`src/rtl/tlb_rand_pkg.sv`:
```
package tlb_rand_pkg;
  localparam int unsigned LCG_W   = 32;
  localparam int unsigned SEL_W   = 16;
  localparam logic [LCG_W-1:0] LCG_MUL = 32'd314159;
  localparam logic [LCG_W-1:0] LCG_INC = 32'd1;

  function automatic logic [LCG_W-1:0] lcg_next(input logic [LCG_W-1:0] s);
    return s * LCG_MUL + LCG_INC;
  endfunction
endpackage

```
`src/rtl/tlb_rand_lcg.sv`:
```
module tlb_rand_lcg
  import tlb_rand_pkg::*;
(
  input  logic             clk_i,
  input  logic             rst_ni,
  input  logic             adv_i,
  output logic [SEL_W-1:0] sel_o   // upper bits of the next state
);
  logic [LCG_W-1:0] state_q, state_d;

  assign state_d = lcg_next(state_q);
  assign sel_o   = state_d[LCG_W-1 -: SEL_W];

  always_ff @(posedge clk_i or negedge rst_ni) begin
    if (!rst_ni)    state_q <= '0;
    else if (adv_i) state_q <= state_d;
  end


  state_hold_chk: assert property (@(posedge clk_i) disable iff (!rst_ni)
    !adv_i |=> $stable(state_q));
endmodule

```
`src/rtl/tlb_rand_div.sv`:
```
module tlb_rand_div #(
  parameter int unsigned DVD_W = 16,
  parameter int unsigned DVS_W = 7
) (
  input  logic             clk_i,
  input  logic             rst_ni,
  input  logic             start_i,
  input  logic [DVD_W-1:0] dividend_i,
  input  logic [DVS_W-1:0] divisor_i,
  output logic             busy_o,
  output logic             done_o,
  output logic [DVS_W-1:0] rem_o
);
  localparam int unsigned CNT_W = $clog2(DVD_W);
  localparam logic [CNT_W-1:0] CNT_LAST = CNT_W'(DVD_W - 1);

  logic [DVD_W-1:0] dvd_q;
  logic [DVS_W-1:0] dvs_q, rem_q, rem_d;
  logic [CNT_W-1:0] cnt_q;
  logic             busy_q;
  logic [DVS_W:0]   shifted, diff;

  // one restoring step per cycle
  always_comb begin
    shifted = {rem_q, dvd_q[DVD_W-1]};
    diff    = shifted - {1'b0, dvs_q};
    rem_d   = diff[DVS_W] ? shifted[DVS_W-1:0] : diff[DVS_W-1:0];
  end

  assign busy_o = busy_q;
  assign done_o = busy_q && (cnt_q == CNT_LAST);
  assign rem_o  = rem_d;

  always_ff @(posedge clk_i or negedge rst_ni) begin
    if (!rst_ni) begin
      dvd_q  <= '0;
      dvs_q  <= '0;
      rem_q  <= '0;
      cnt_q  <= '0;
      busy_q <= 1'b0;
    end else if (start_i && !busy_q) begin
      dvd_q  <= dividend_i;
      dvs_q  <= divisor_i;
      rem_q  <= '0;
      cnt_q  <= '0;
      busy_q <= 1'b1;
    end else if (busy_q) begin
      dvd_q  <= {dvd_q[DVD_W-2:0], 1'b0};
      rem_q  <= rem_d;
      cnt_q  <= cnt_q + 1'b1;
      if (cnt_q == CNT_LAST) busy_q <= 1'b0;
    end
  end


  rem_bound_chk: assert property (@(posedge clk_i) disable iff (!rst_ni)
    busy_q |-> rem_q < dvs_q);

  start_busy_chk: assert property (@(posedge clk_i) disable iff (!rst_ni)
    (start_i && !busy_q) |=> busy_q);
endmodule

```
`src/rtl/tlb_rand_idx.sv`:
```
module tlb_rand_idx
  import tlb_rand_pkg::*;
#(
  parameter int unsigned ENTRIES = 64,
  parameter int unsigned WIRED_W = 6
) (
  input  logic                       clk_i,
  input  logic                       rst_ni,
  input  logic                       req_i,
  input  logic [WIRED_W-1:0]         wired_i,
  output logic [$clog2(ENTRIES)-1:0] idx_o,
  output logic                       valid_o,
  output logic                       busy_o
);
  localparam int unsigned IDX_W = $clog2(ENTRIES);
  localparam int unsigned CW    = WIRED_W + 1;
  localparam logic [CW-1:0] ENT = CW'(ENTRIES);

  logic             accept, ovf, div_busy, div_done;
  logic [CW-1:0]    wired_ext, wired_q, rem;
  logic [SEL_W-1:0] sel;
  logic [IDX_W-1:0] idx_q;
  logic             valid_q;

  assign wired_ext = CW'(wired_i);
  assign accept    = req_i && !div_busy;
  assign ovf       = wired_ext >= ENT;

  tlb_rand_lcg u_lcg (
    .clk_i (clk_i),
    .rst_ni(rst_ni),
    .adv_i (accept),
    .sel_o (sel)
  );

  tlb_rand_div #(.DVD_W(SEL_W), .DVS_W(CW)) u_div (
    .clk_i     (clk_i),
    .rst_ni    (rst_ni),
    .start_i   (accept && !ovf),
    .dividend_i(sel),
    .divisor_i (ENT - wired_ext),
    .busy_o    (div_busy),
    .done_o    (div_done),
    .rem_o     (rem)
  );

  always_ff @(posedge clk_i or negedge rst_ni) begin
    if (!rst_ni) begin
      wired_q <= '0;
      idx_q   <= '0;
      valid_q <= 1'b0;
    end else if (accept) begin
      wired_q <= wired_ext;
      if (ovf) begin
        idx_q   <= IDX_W'(ENTRIES - 1);
        valid_q <= 1'b1;
      end else begin
        valid_q <= 1'b0;
      end
    end else if (div_done) begin
      idx_q   <= IDX_W'(rem + wired_q);
      valid_q <= 1'b1;
    end
  end

  assign idx_o   = idx_q;
  assign valid_o = valid_q;
  assign busy_o  = div_busy;


  idx_range_chk: assert property (@(posedge clk_i) disable iff (!rst_ni)
    (valid_q && wired_q < ENT) |-> (CW'(idx_q) >= wired_q && CW'(idx_q) < ENT));

  ovf_top_chk: assert property (@(posedge clk_i) disable iff (!rst_ni)
    (valid_q && wired_q >= ENT) |-> idx_q == IDX_W'(ENTRIES - 1));

  busy_valid_chk: assert property (@(posedge clk_i) disable iff (!rst_ni)
    div_busy |-> !valid_q);

  hold_result_chk: assert property (@(posedge clk_i) disable iff (!rst_ni)
    (valid_q && !req_i) |=> (valid_q && $stable(idx_q)));

  wired_hold_chk: assert property (@(posedge clk_i) disable iff (!rst_ni)
    div_busy |=> $stable(wired_q));
endmodule

```
`config.mk`:
```
export PLATFORM = sky130hd
export DESIGN_NAME = tlb_rand_idx
export DESIGN_NICKNAME = d
export VERILOG_FILES = /design/src/rtl/tlb_rand_pkg.sv /design/src/rtl/tlb_rand_lcg.sv /design/src/rtl/tlb_rand_div.sv /design/src/rtl/tlb_rand_idx.sv
export SDC_FILE = /design/constraint.sdc
export NUM_CORES = 1
export LEC_CHECK = 0
export ABC_AREA = 1
export BUFFER_PORTS_ARGS = -buffer_cell sky130_fd_sc_hd__buf_2
export CAP_MARGIN = 20
export CORE_AREA = 2 2 183 203
export CTS_CLUSTER_SIZE = 8
export DETAILED_ROUTE_END_ITERATION = 10
export DIE_AREA = 0 0 185 205
export SETUP_SLACK_MARGIN = 0.05
export SLEW_MARGIN = 30
export SYNTH_ARGS = -nofsm -noshare
export SYNTH_HDL_FRONTEND = slang
export SYNTH_HIERARCHICAL = 1
export SYNTH_SLANG_ARGS = --single-unit
```
`constraint.sdc`:
```
create_clock -name clk_i -period 6.5 [get_ports clk_i]
set_clock_uncertainty 0.2 [all_clocks]
set_input_delay 0.65 -clock clk_i [delete_from_list [all_inputs] [get_ports clk_i]]
set_output_delay 0.65 -clock clk_i [all_outputs]
set_load 0.1 [all_outputs]
```
# Word-level counts from Yosys, hierarchy flattened
# Index checks and enable logic that the tools add are counted.
[op_classes] n_reduce_logical=9 n_mux=16 magnitude_cmp=1 add_sub_neg=5 n_eq_ne=2 mul=1
[ops] op="32-bit by 1-bit adder with 32-bit output (second input constant)" count=1
[ops] op="32-bit by 19-bit multiplier with 32-bit output (second input constant)" count=1
[ops] op="16-bit two-way mux" count=2
[ops] op="7-bit two-way mux" count=3
[ops] op="6-bit two-way mux" count=3
[ops] op="4-bit two-way mux" count=2
[ops] op="8-bit by 7-bit subtractor with 8-bit output" count=1
[ops] op="6-bit by 7-bit greater-or-equal comparator with 1-bit output (second input constant)" count=1
[ops] op="7-bit by 6-bit subtractor with 7-bit output (first input constant)" count=1
[ops] op="6-bit adder" count=1
[ops] op="1-bit two-way mux" count=6
[ops] op="4-bit by 1-bit adder with 4-bit output (second input constant)" count=1
[ops] op="4-bit equality test (second input constant)" count=1
[ops] op="1-bit logical AND" count=4
[ops] op="2-bit nonzero test" count=2
[ops] op="1-bit zero test" count=2
[ops] op="2-bit by 1-bit != test with 1-bit output (second input constant)" count=1
[ops] op="2-bit AND reduction" count=1
[totals] ff_bits=80 wordCells=43 out_inout_bits=8 in_bits=9

# Depth between registers and ports, before layout
[depth] ltp_word=5 mapped_depth=28

# By module
# The synthesis kept the hierarchy.
[modules_own_cells] module="tlb_rand_lcg" cells_per_inst=1230 seq_area_each_um2=800.8 area_per_inst_um2=10048.4 instances=1
[modules_own_cells] module="tlb_rand_div" cells_per_inst=248 seq_area_each_um2=875.8 area_per_inst_um2=1948.1 instances=1
[modules_own_cells] module="tlb_rand_idx" cells_per_inst=97 seq_area_each_um2=325.3 area_per_inst_um2=790.8 instances=1

# Worst setup path after synthesis
# OpenSTA, ideal clock, no wires.
[synth_path] path_kind="reg-to-reg" from="register u_lcg.state_q[11]" to="register u_div.dvd_q[15]" path_buffers=1 setup_slack_ns=1.144 t_arrival_ns=5.025 setup_ns=0.130 t_required_ns=6.170 stages_incl_launch_ff=25 path_cell_list="dfrtp_1 -> inv_1 -> fa_1 -> inv_1 -> ha_1 -> inv_1 -> fa_1 -> inv_1 -> fa_1 -> fa_1 -> inv_1 -> fa_1 -> inv_1 -> ha_1 -> a21o_1 -> a21oi_1 -> nand2_1 -> nor2_2 -> nor2_1 -> nor2_1 -> nand3_1 -> and2_1 -> buf_4 -> nand2_1 -> o211ai_1"
[synth_via] elab_chain_cells=3
[synth_lines] item="start, declared" line="tlb_rand_lcg.sv:9" text="logic [LCG_W-1:0] state_q, state_d;"
[synth_lines] item="start signal, assigned" line="tlb_rand_lcg.sv:16" text="else if (adv_i) state_q <= state_d;"
[synth_lines] item="32-bit by 19-bit multiplier with 32-bit output" line="tlb_rand_pkg.sv:8" text="return s * LCG_MUL + LCG_INC;"
[synth_lines] item="32-bit by 1-bit adder with 32-bit output" line="tlb_rand_pkg.sv:8"
[synth_lines] item="net u_lcg.state_d[31]" line="tlb_rand_lcg.sv:9"
[synth_lines] item="16-bit two-way mux" line="tlb_rand_div.sv:41" text="end else if (start_i && !busy_q) begin"
[synth_lines] item="end signal, assigned" line="tlb_rand_div.sv:42" text="dvd_q <= dividend_i;"
[synth_lines] item="end signal, assigned" line="tlb_rand_div.sv:48" text="dvd_q <= {dvd_q[DVD_W-2:0], 1'b0};"
[synth_lines] item="end, declared" line="tlb_rand_div.sv:17" text="logic [DVD_W-1:0] dvd_q;"
# The timed path passes the listed nets, and every way through them passes these cells.
# A chain may end at the register's enable or synchronous reset.

# Worst setup path after layout
[layout_path] from="register u_lcg.state_q[10]" to="register u_div.dvd_q[15]"
[layout_via] elab_chain_cells=3
[layout_lines] item="32-bit by 19-bit multiplier with 32-bit output" line="tlb_rand_pkg.sv:8"
[layout_lines] item="32-bit by 1-bit adder with 32-bit output" line="tlb_rand_pkg.sv:8"
[layout_lines] item="net sel[15]" line="tlb_rand_idx.sv:21" text="logic [SEL_W-1:0] sel;"
[layout_lines] item="16-bit two-way mux" line="tlb_rand_div.sv:41"
# The timed path passes the listed nets, and every way through them passes these cells.

==> flow_summary.toml <==
[status]
outcome = "complete, no violations"

[cts]
clk_latency_ns = 0.36
numCtsBuffers = 9
cts_tree = "yes"
cts_sinks = 80
clkTransAtPathRegs_ns = 0.07
clockRootBuffer = "clkbuf_16"
clockBufferDepth = 2
hold_buffers = 0
htreeDepth = 3

[logic_synthesis]
syn_area_per_cell_um2 = 8.12
yosys_warnings = 6
synth_area_mm2 = 0.0128
syn_inst = 1574
synth_fp_nets = 1927

[final_layout]
syn_to_final_growth_pct = 7.42
n_antenna_cell = 0
final_common_cell = "inv_1"
final_util_pct = 38.3
final_nets = 1936
final_cell_mix = "inv_1, nand2_1, fa_1"
drive_gt1_share_pct = 5.48

[setup_path]
slowest_delay_ns = 0.60
path_max_fanout = 6
cp_top_family = "adder cells"
required_ns = 6.53
crit_buf_inv = 7
cp_cell_sequence = "inv_1 -> fa_1 -> inv_1 -> ha_1 -> inv_1 -> fa_1 -> inv_1 -> fa_1 -> fa_1 -> inv_1 -> fa_1 -> inv_1 -> ha_1 -> nand2_1 -> inv_1 -> a21oi_1 -> nand2_1 -> nor2_2 -> nor2_1 -> nor2_1 -> nand3_1 -> and2_1 -> nand2_1 -> o211ai_1"
setup.worst_path.class = "flip-flop to flip-flop"
crit_path_top_delay_cell = "fa_1"
crit_top_cell = "inv_1"
cp.arrival_ns = 6.17
cp-start-kind = "flip-flop"
end_kind = "flip-flop"

[sta]
rsz0062_at_grt = "no"
finalCritPeriodShare_pct = 94.5
finalSetupTns_ns = 0
slew_headroom_pct = 37.4
timing.fmax_mhz = 163
final.min_clock_period_ns = 6.14
slew_violations = 0
setup_viol = 0
finalHoldViolCount = 0
worstMarginPinSlew_ns = 0.939

[floorplanning]
die_w_um = 185
core_area_mm2 = 0.0358
die_area_mm2 = 0.0379
rows = 73
ios = 17
start_util_pct = 35.7
die_height_um = 205

[worst_hold_path]
hold_class = "input port to async pin"

[global_route]
antenna_found_initial = 0
grt_usage_pct = 18.4
grt_pass1_wl_um = 53300
grt_max_degree = 54
grt_pass1_vias = 10100
overflow = 0

[route]
routedWlPerCell_um = 15.6
wl_um = 32300
via_count = 9575
viasPerCell = 4.61
ant_nets = 0
initialDrtViolationCount = 569
dr.pass1.iters = 5
drc = 0

[place]
dp_hpwl_um = 27300
numPortBuffers = 16
gp_congestion = 0.969

[flow_run]
cap_violations = 0
final cells by class:
class	count	area (um^2)
Multi-Input combinational cell	963	8720
Timing Repair Buffer	27	165
Fill cell	3692	22100
Tap cell	487	609
Inverter	502	1890
Clock inverter	5	86.3
Sequential cell	80	2000
Clock buffer	11	253
worst register-to-register path: cells and delay by family (launching register included):
kind | cells | cell delay, ns
simple gates | 8 | 1.24
flops | 1 | 0.54
compound gates | 2 | 0.32
buf+inv | 7 | 0.57
fa+ha+maj | 7 | 3.15
stage by stage:
step	instance area (um^2)	std cells	worst slack [ns]	hold WS, ns
CTS	13700	2070	0.0841	0.115
global placement	13300	2054	0.124	0.261
finish	13700	2075	0.360	0.0864
global route	13700	2075	0.0754	0.135
detailed placement	13300	2054	0.126	0.263
floorplan	12800	1574	1.14	0.154
metal layers:
layer / part of all wire, % / GRT usage, % / vias up
met2: 50 / 32.6 / 176
met5: 0 / 0 / -
met4: 1.3 / 3.77 / 0
li1: - / - / 4649
met1: 45 / 24.0 / 4723
met3: 3.8 / 2.33 / 27
sequential cells by signal (all words and copies together) (netlist names):
name / cells
u_div/rem_q: 7
u_div/busy_o: 1
u_div/cnt_q: 4
u_div/dvs_q: 7
u_lcg/state_q: 32
idx_o: 6
valid_o: 1
u_div/dvd_q: 16
wired_q: 6
worst paths after layout:
| kind | slack (ns) | start | depth (start not counted) | end |
|---|---|---|---|---|
| worst max register to register | 0.36 | u_lcg/state_q[10]$_DFFE_PN0P_ | 24 | u_div/dvd_q[15]$_DFFE_PN0P_ |
| worst min register to register | 0.27 | idx_o[0]$_DFFE_PN0P_ | 2 | idx_o[0]$_DFFE_PN0P_ |
| worst min-delay path | 0.09 | rst_ni | 1 | u_div/rem_q[5]$_DFFE_PN0P_ |
| min in group clk_i | 0.27 | idx_o[0]$_DFFE_PN0P_ | 2 | idx_o[0]$_DFFE_PN0P_ |
| worst max-delay path | 0.36 | u_lcg/state_q[10]$_DFFE_PN0P_ | 24 | u_div/dvd_q[15]$_DFFE_PN0P_ |
| max in group asynchronous | 4.94 | rst_ni | 2 | u_lcg/state_q[20]$_DFFE_PN0P_ |
timing repair:
action | 4_1_cts | 5_1_grt
endpoints found under the setup margin | 0 | 4
gates resized for setup | 0 | 5
setup buffers | 0 | 5
Power is left out: the tool's default activity adds up to more than one toggle a clock period on the data nets, which glitch-free logic cannot reach.
